<file path="src/rtl/cfg_xlate_pkg.sv">
package cfg_xlate_pkg;

    typedef enum logic [2:0] {
        RK_MAINT  = 3'd0,
        RK_READ   = 3'd1,
        RK_WRRESP = 3'd2,
        RK_WRITE  = 3'd3,
        RK_STREAM = 3'd4
    } req_kind_e;

    typedef enum logic [1:0] {
        OUT_NONE  = 2'd0,
        OUT_ADDR  = 2'd1,
        OUT_ERR   = 2'd2,
        OUT_NOHIT = 2'd3
    } xl_result_e;

    typedef enum logic [1:0] {
        WIN_CFG  = 2'd0,
        WIN_GEN  = 2'd1,
        WIN_NONE = 2'd2
    } win_sel_e;

    typedef enum logic [1:0] {
        LOG_EMPTY = 2'd0,
        LOG_HELD  = 2'd1,
        LOG_OVF   = 2'd2
    } log_state_e;

    localparam logic [1:0] SIZE_WORD = 2'd2;
    localparam int         WORD_LSB  = 2;

endpackage

</file>
<file path="src/rtl/cfg_xlate_decode.sv">
module cfg_xlate_decode
    import cfg_xlate_pkg::*;
#(
    parameter int FAB_AW   = 34,
    parameter int OFF_W    = 21,
    parameter int BASE_W   = 16,
    parameter int ALIGN_W  = 17,
    parameter int REGION_W = 5,
    parameter int IDX_W    = 13,
    parameter int SLICE_BE = 14
) (
    input  logic [2:0]                  kind,
    input  logic [FAB_AW-1:0]           fab_addr,
    input  logic [OFF_W-1:0]            cfg_off,
    input  logic [1:0]                  size,
    input  logic [BASE_W-1:0]           cfg_base,
    input  logic [REGION_W-1:0]         region,
    input  logic                        cfgwin_hit,
    input  logic                        genwin_hit,
    output xl_result_e                  result,
    output logic [BASE_W+ALIGN_W-1:0]   pa
);

    localparam int PA_W   = BASE_W + ALIGN_W;
    localparam int UP_W   = PA_W - IDX_W - 1;
    localparam int UP_PAD = UP_W - BASE_W;
    localparam int SL_HI  = FAB_AW - 1 - SLICE_BE;
    localparam int SL_LO  = SL_HI - ALIGN_W + 1;

    win_sel_e          win;
    logic [UP_W-1:0]   maint_up;
    logic [PA_W-1:0]   maint_pa;
    logic [PA_W-1:0]   win_pa;
    logic              maint_ok;
    logic              unused_off_hi;

    // the upper offset bits take no part in the maintenance index
    assign unused_off_hi = ^cfg_off[OFF_W-1:IDX_W];

    // configuration window outranks any general window
    always_comb begin
        if (cfgwin_hit)      win = WIN_CFG;
        else if (genwin_hit) win = WIN_GEN;
        else                 win = WIN_NONE;
    end

    assign maint_up = {cfg_base, {UP_PAD{1'b0}}} + UP_W'(region);
    assign maint_pa = {maint_up, 1'b0, cfg_off[IDX_W-1:0]};
    assign win_pa   = {cfg_base, fab_addr[SL_HI:SL_LO]};
    assign maint_ok = (size == SIZE_WORD) && (cfg_off[WORD_LSB-1:0] == '0);

    always_comb begin
        result = OUT_NOHIT;
        pa     = '0;
        case (kind)
            RK_MAINT: begin
                if (maint_ok) begin
                    result = OUT_ADDR;
                    pa     = maint_pa;
                end else begin
                    result = OUT_ERR;
                end
            end
            RK_READ, RK_WRRESP: begin
                if (win == WIN_CFG) begin
                    result = OUT_ADDR;
                    pa     = win_pa;
                end
            end
            RK_WRITE, RK_STREAM: begin
                if (win == WIN_CFG) result = OUT_ERR;
            end
            default: result = OUT_NOHIT;
        endcase
    end

endmodule

</file>
<file path="src/rtl/cfg_xlate_errlog.sv">
module cfg_xlate_errlog
    import cfg_xlate_pkg::*;
#(
    parameter int FAB_AW = 34
) (
    input  logic              clk,
    input  logic              rst_n,
    input  logic              err_in,
    input  logic [2:0]        err_kind,
    input  logic [FAB_AW-1:0] err_addr,
    input  logic              clr,
    output logic              cap_valid,
    output logic              cap_ovf,
    output logic [2:0]        cap_kind,
    output logic [FAB_AW-1:0] cap_addr
);

    log_state_e state_q, state_d;
    logic       load, wipe;

    always_ff @(posedge clk) begin
        if (!rst_n) state_q <= LOG_EMPTY;
        else        state_q <= state_d;
    end

    always_comb begin
        state_d = state_q;
        unique case (state_q)
            LOG_EMPTY: begin
                if (err_in) state_d = LOG_HELD;
            end
            LOG_HELD: begin
                if (clr)         state_d = err_in ? LOG_HELD : LOG_EMPTY;
                else if (err_in) state_d = LOG_OVF;
            end
            LOG_OVF: begin
                if (clr) state_d = err_in ? LOG_HELD : LOG_EMPTY;
            end
            default: state_d = LOG_EMPTY;
        endcase
    end

    assign load = err_in && (clr || state_q == LOG_EMPTY);
    assign wipe = clr && !err_in;

    always_ff @(posedge clk) begin
        if (!rst_n) begin
            cap_kind <= '0;
            cap_addr <= '0;
        end else if (load) begin
            cap_kind <= err_kind;
            cap_addr <= err_addr;
        end else if (wipe) begin
            cap_kind <= '0;
            cap_addr <= '0;
        end
    end

    always_comb begin
        cap_valid = (state_q != LOG_EMPTY);
        cap_ovf   = (state_q == LOG_OVF);
    end

endmodule

</file>
<file path="src/rtl/cfg_xlate_top.sv">
module cfg_xlate_top
    import cfg_xlate_pkg::*;
#(
    parameter int FAB_AW   = 34,
    parameter int OFF_W    = 21,
    parameter int BASE_W   = 16,
    parameter int ALIGN_W  = 17,
    parameter int REGION_W = 5,
    parameter int IDX_W    = 13,
    parameter int SLICE_BE = 14
) (
    input  logic                        clk,
    input  logic                        rst_n,
    input  logic                        req_valid,
    input  logic [2:0]                  req_kind,
    input  logic [FAB_AW-1:0]           req_addr,
    input  logic [OFF_W-1:0]            req_cfg_off,
    input  logic [1:0]                  req_size,
    input  logic [BASE_W-1:0]           cfg_base,
    input  logic [REGION_W-1:0]         cfg_region,
    input  logic                        cfgwin_hit,
    input  logic                        genwin_hit,
    input  logic                        err_clr,
    output logic                        xl_valid,
    output logic                        xl_err,
    output logic                        xl_nohit,
    output logic [BASE_W+ALIGN_W-1:0]   xl_addr,
    output logic                        err_cap_valid,
    output logic                        err_cap_ovf,
    output logic [2:0]                  err_cap_kind,
    output logic [FAB_AW-1:0]           err_cap_addr
);

    localparam int PA_W = BASE_W + ALIGN_W;

    xl_result_e       dec_res, res_q;
    logic [PA_W-1:0]  dec_pa, addr_q;
    logic             dec_err;

    cfg_xlate_decode #(
        .FAB_AW(FAB_AW), .OFF_W(OFF_W), .BASE_W(BASE_W), .ALIGN_W(ALIGN_W),
        .REGION_W(REGION_W), .IDX_W(IDX_W), .SLICE_BE(SLICE_BE)
    ) u_decode (
        .kind       (req_kind),
        .fab_addr   (req_addr),
        .cfg_off    (req_cfg_off),
        .size       (req_size),
        .cfg_base   (cfg_base),
        .region     (cfg_region),
        .cfgwin_hit (cfgwin_hit),
        .genwin_hit (genwin_hit),
        .result     (dec_res),
        .pa         (dec_pa)
    );

    assign dec_err = req_valid && (dec_res == OUT_ERR);

    always_ff @(posedge clk) begin
        if (!rst_n) begin
            res_q  <= OUT_NONE;
            addr_q <= '0;
        end else if (req_valid) begin
            res_q  <= dec_res;
            addr_q <= (dec_res == OUT_ADDR) ? dec_pa : '0;
        end else begin
            res_q  <= OUT_NONE;
            addr_q <= '0;
        end
    end

    always_comb begin
        xl_valid = (res_q == OUT_ADDR);
        xl_err   = (res_q == OUT_ERR);
        xl_nohit = (res_q == OUT_NOHIT);
        xl_addr  = addr_q;
    end

    cfg_xlate_errlog #(.FAB_AW(FAB_AW)) u_errlog (
        .clk       (clk),
        .rst_n     (rst_n),
        .err_in    (dec_err),
        .err_kind  (req_kind),
        .err_addr  (req_addr),
        .clr       (err_clr),
        .cap_valid (err_cap_valid),
        .cap_ovf   (err_cap_ovf),
        .cap_kind  (err_cap_kind),
        .cap_addr  (err_cap_addr)
    );

endmodule

</file>
<file path="config.mk">
export PLATFORM = sky130hd
export DESIGN_NAME = cfg_xlate_top
export DESIGN_NICKNAME = d
export VERILOG_FILES = /design/src/rtl/cfg_xlate_pkg.sv /design/src/rtl/cfg_xlate_decode.sv /design/src/rtl/cfg_xlate_errlog.sv /design/src/rtl/cfg_xlate_top.sv
export SDC_FILE = /design/constraint.sdc
export NUM_CORES = 1
export LEC_CHECK = 0
export ABC_CLOCK_PERIOD_IN_PS = 3110
export BUFFER_PORTS_ARGS = -buffer_cell sky130_fd_sc_hd__buf_4
export CAP_MARGIN = 20
export CORE_MARGIN = 4
export CORE_UTILIZATION = 40
export DETAILED_ROUTE_END_ITERATION = 10
export PLACE_DENSITY = 0.74
export SYNTH_ARGS = -nofsm -noshare
export SYNTH_HDL_FRONTEND = slang
export SYNTH_HIERARCHICAL = 1
export SYNTH_SLANG_ARGS = --single-unit
</file>
<file path="constraint.sdc">
create_clock -name clk -period 3.11 [get_ports clk]
set_input_delay 0.622 -clock clk [delete_from_list [all_inputs] [get_ports clk]]
set_output_delay 0.622 -clock clk [all_outputs]
set_load 0.01 [all_outputs]
</file>
==> insert_results.sql <==
INSERT INTO impl_metrics (metric_group, metric, value, unit) VALUES
('place', 'dp_hpwl', '7.08', 'mm'),
('yosys', 'syn-mean-instance-area', '9.42', 'sq um'),
('yosys', 'ys.warnings.count', '6', ''),
('cts', 'clock_tree.buffer_depth', '2', ''),
('place', 'cell_area_after_placement', '0.00471', 'sq mm'),
('worst_setup_path', 'crit_fanout', '4', ''),
('cts', 'cts-buffers-inserted', '9', ''),
('timing', 'tns', '0', 'ns'),
('hold_path', 'timing.hold.worst_path_depth', '2', ''),
('cts', 'postCtsHoldBufs', '0', ''),
('worst_setup_path', 'critical_path.slowest_cell', 'sky130_fd_sc_hd__or4_1', ''),
('timing', 'timing.final.crit_period', '2.41', 'ns'),
('timing', 'total_count_of_max_transition_violations_in_the_final_report', '0', ''),
('worst_setup_path', 'rr_worst_depth', '4', ''),
('worst_setup_path', 'critical_path.cell_chain', 'buf_4 -> ha_1 -> inv_1 -> fa_1 -> nand3b_1 -> or3_1 -> or4_1 -> nand3_1 -> and2_1', ''),
('die', 'die_area', '0.0105', 'sq mm'),
('outcome', 'outcome', 'completed', ''),
('worst_setup_path', 'slowest_delay', '0.48', 'ns'),
('cts', 'clk_root_buffer_cell', 'sky130_fd_sc_hd__clkbuf_8', ''),
('route', 'ant_nets', '0', ''),
('timing', 'finalHoldViolations', '0', ''),
('route', 'vias', '3297', ''),
('cts', 'clk-insertion-delay-late', '0.34', 'ns'),
('route', 'starting_drt_drc_count', '150', ''),
('cells_and_area', 'nNetsFinal', '607', ''),
('timing', 'timing.max_slew.rel_slack', '0.685', ''),
('die', 'chipWidth', '102', 'um'),
('worst_setup_path', 'worstSetupEndpointType', 'flip-flop', ''),
('timing', 'worst-slew-pin-transition', '0.473', 'ns'),
('yosys', 'synth_top_cells_by_area', 'sky130_fd_sc_hd__dfxtp_1 42%, sky130_fd_sc_hd__nor3b_1 8.2%, sky130_fd_sc_hd__o21a_1 7.8%', ''),
('yosys', 'synthesis.nets', '468', ''),
('flow_run', 'maxCapViolCount', '0', ''),
('timing', 'final_min_period_over_clock_period', '0.775', ''),
('timing', 'fmaxAchievable', '415', 'MHz'),
('cts', 'post_cts_resize_count', '0', ''),
('timing', 'skew', '0.00656', 'ns'),
('route', 'drt-wirelength-per-cell', '15.7', 'um'),
('worst_setup_path', 'reg2reg_slack', '1.47', 'ns'),
('yosys', 'synth.cell_area', '0.00356', 'sq mm'),
('cells_and_area', 'final_area', '0.00490', 'sq mm'),
('cts', 'post_cts_buffers', '0', ''),
('grt', 'wire_length_of_the_first_global_routing_pass', '15.4', 'mm'),
('power_and_ir_drop', 'power.density', '399', 'mW/mm^2'),
('worst_setup_path', 'top_cell_family_by_delay_on_the_critical_path', 'simple AND/OR/NAND/NOR gates', ''),
('grt', 'maximum_number_of_pins_on_one_net_before_global_route_repair', '43', ''),
('hold_path', 'worst_hold_path_type', 'input port to flip-flop', ''),
('die', 'floorplan.io_pins', '162', ''),
('die', 'floorplan.die.height', '102', 'um'),
('grt', 'grt-ovfl-total', '0', ''),
('cells_and_area', 'fillerInstances', '812', ''),
('die', 'core_area', '0.00868', 'sq mm'),
('place', 'buffer_ports.inserted', '152', ''),
('worst_setup_path', 'r2r_path_end', 'u_errlog/cap_addr[8]$_SDFFE_PN0P_', ''),
('cells_and_area', 'final_cell_mix', '157 x sky130_fd_sc_hd__buf_4, 74 x sky130_fd_sc_hd__dfxtp_1, 39 x sky130_fd_sc_hd__and3_1', ''),
('route', 'total_wirelength_of_the_detailed_routed_design', '9.88', 'mm'),
('yosys', 'yosys.cell_types.count', '48', ''),
('cts', 'clkTransAtPathRegs', '0.08', 'ns'),
('worst_setup_path', 'critPathBufInv', '2', ''),
('worst_setup_path', 'path_class', 'input port to flip-flop', ''),
('die', 'start_util', '0.410', ''),
('cells_and_area', 'area.growth.synth_to_final', '37.6', '%'),
('timing', 'grt_setup_unrepaired', 'no', ''),
('grt', 'initial_antenna_violation_count', '0', ''),
('power_and_ir_drop', 'vdd_ir_drop_max', '0.000253', 'V'),
('route', 'vias_per_cell', '5.23', ''),
('yosys', 'synth_largest_type_area_fraction', '0.416', ''),
('hold_path', 'hold_start', 'req_valid', ''),
('yosys', 'synth.largest_area_cell', 'sky130_fd_sc_hd__dfxtp_1', ''),
('hold_path', 'capture_endpoint_of_the_worst_hold_path', 'res_q[0]$_SDFF_PN0_', ''),
('worst_setup_path', 'worstReg2RegStart', 'u_errlog/state_q[0]$_SDFFE_PN0P_', ''),
('place', 'weighted_congestion_at_the_end_of_routability_driven_global_placement', '0.823', '');
==> layout make-up <==
cell class,count,area [sq um],share of cell area
Clock buffer,9,124,0.0253
Clock inverter,7,70.1,0.0143
Inverter,9,33.8,0.00689
Multi-Input combinational cell,265,1850,0.378
Sequential cell,74,1480,0.302
Tap cell,108,135,0.0276
Timing Repair Buffer,158,1210,0.246
==> layer usage <==
metal	global-route usage	share of wire	routed length, um
met5	0	0	0
met4	0.0737	0.017	168
met1	0.223	0.40	3920
met3	0.0498	0.088	865
met2	0.314	0.50	4920
==> Yosys cell counts, drive strengths merged <==
cell    instances
nand3           5
o21a           37
a32oi           2
dfxtp          74
a31oi           4
or3b            1
or4             1
nand3b          1
nand2b          1
o211ai          3
a21oi           6
a22oi           1
fa              1
nor3b          40
and4b           1
o22ai           1
or3             4
nor4b           1
ha              2
nor3            4
nor4            2
nor2b           5
and3           40
or4b            1
mux2i           1
a21o            7
nand2          15
o311ai          1
xnor2           2
and4            2
and2           38
o21ai           6
nor2            7
clkbuf         14
a21boi          1
buf            16
nand4           3
o21bai          1
a22o           17
inv             9
==> worst register-to-register path, stage by stage, from the launching register on <==
cell and delay, ns:
sky130_fd_sc_hd__dfxtp_1 0.38, sky130_fd_sc_hd__nor3b_4 0.47, sky130_fd_sc_hd__buf_4 0.38, sky130_fd_sc_hd__nor3b_1 0.11, sky130_fd_sc_hd__o21a_1 0.20
==> sequential cells by signal, indices dropped and copies added, names as in the netlist <==
name,flops
u_errlog/cap_addr,34
xl_addr,33
u_errlog/cap_kind,3
res_q,2
u_errlog/state_q,2
==> report_power, final <==
group | switching (W) | internal, W
Clock | 0.000357 | 0.000369
Combinational | 0.000122 | 0.000137
Sequential | 0.00000851 | 0.000962
==> worst max-delay path by stage <==
stage	depth (start not counted)	slack (ns)	startpoint	to
detailed placement	8	0.36	req_kind[1]	u_errlog/cap_addr[8]$_SDFFE_PN0P_
global placement	8	0.40	req_kind[1]	u_errlog/cap_addr[6]$_SDFFE_PN0P_
floorplan	8	0.56	cfg_base[0]	xl_addr[29]$_SDFF_PN0_
finish	9	0.70	cfg_base[0]	xl_addr[29]$_SDFF_PN0_
CTS	8	0.71	req_kind[1]	u_errlog/cap_addr[8]$_SDFFE_PN0P_
global route	10	0.51	req_kind[1]	u_errlog/cap_addr[30]$_SDFFE_PN0P_
==> stage by stage <==
step	utilization	setup WS (ns)	hold WS, ns	total power [W]	cells
global placement	0.539	0.403	0.630	0.00124	613
CTS	0.565	0.714	0.522	0.00198	630
global route	0.565	0.511	0.528	0.00204	630
finish	0.565	0.698	0.535	0.00196	630
detailed placement	0.543	0.360	0.638	0.00125	614
floorplan	-	0.564	0.661	0.00112	378
==> cells by family after synthesis <==
| group | share of synthesized area |
|---|---|
| AOI/OAI and AO/OA | 0.182 |
| xor gates and xnor gates | 0.00492 |
| adders and majority gates | 0.0126 |
| buffers and inverters | 0.0671 |
| DFF | 0.416 |
| muxes | 0.00281 |
| and+or+nand+nor | 0.315 |
No activity file was read; power rests on OpenSTA's default activity.
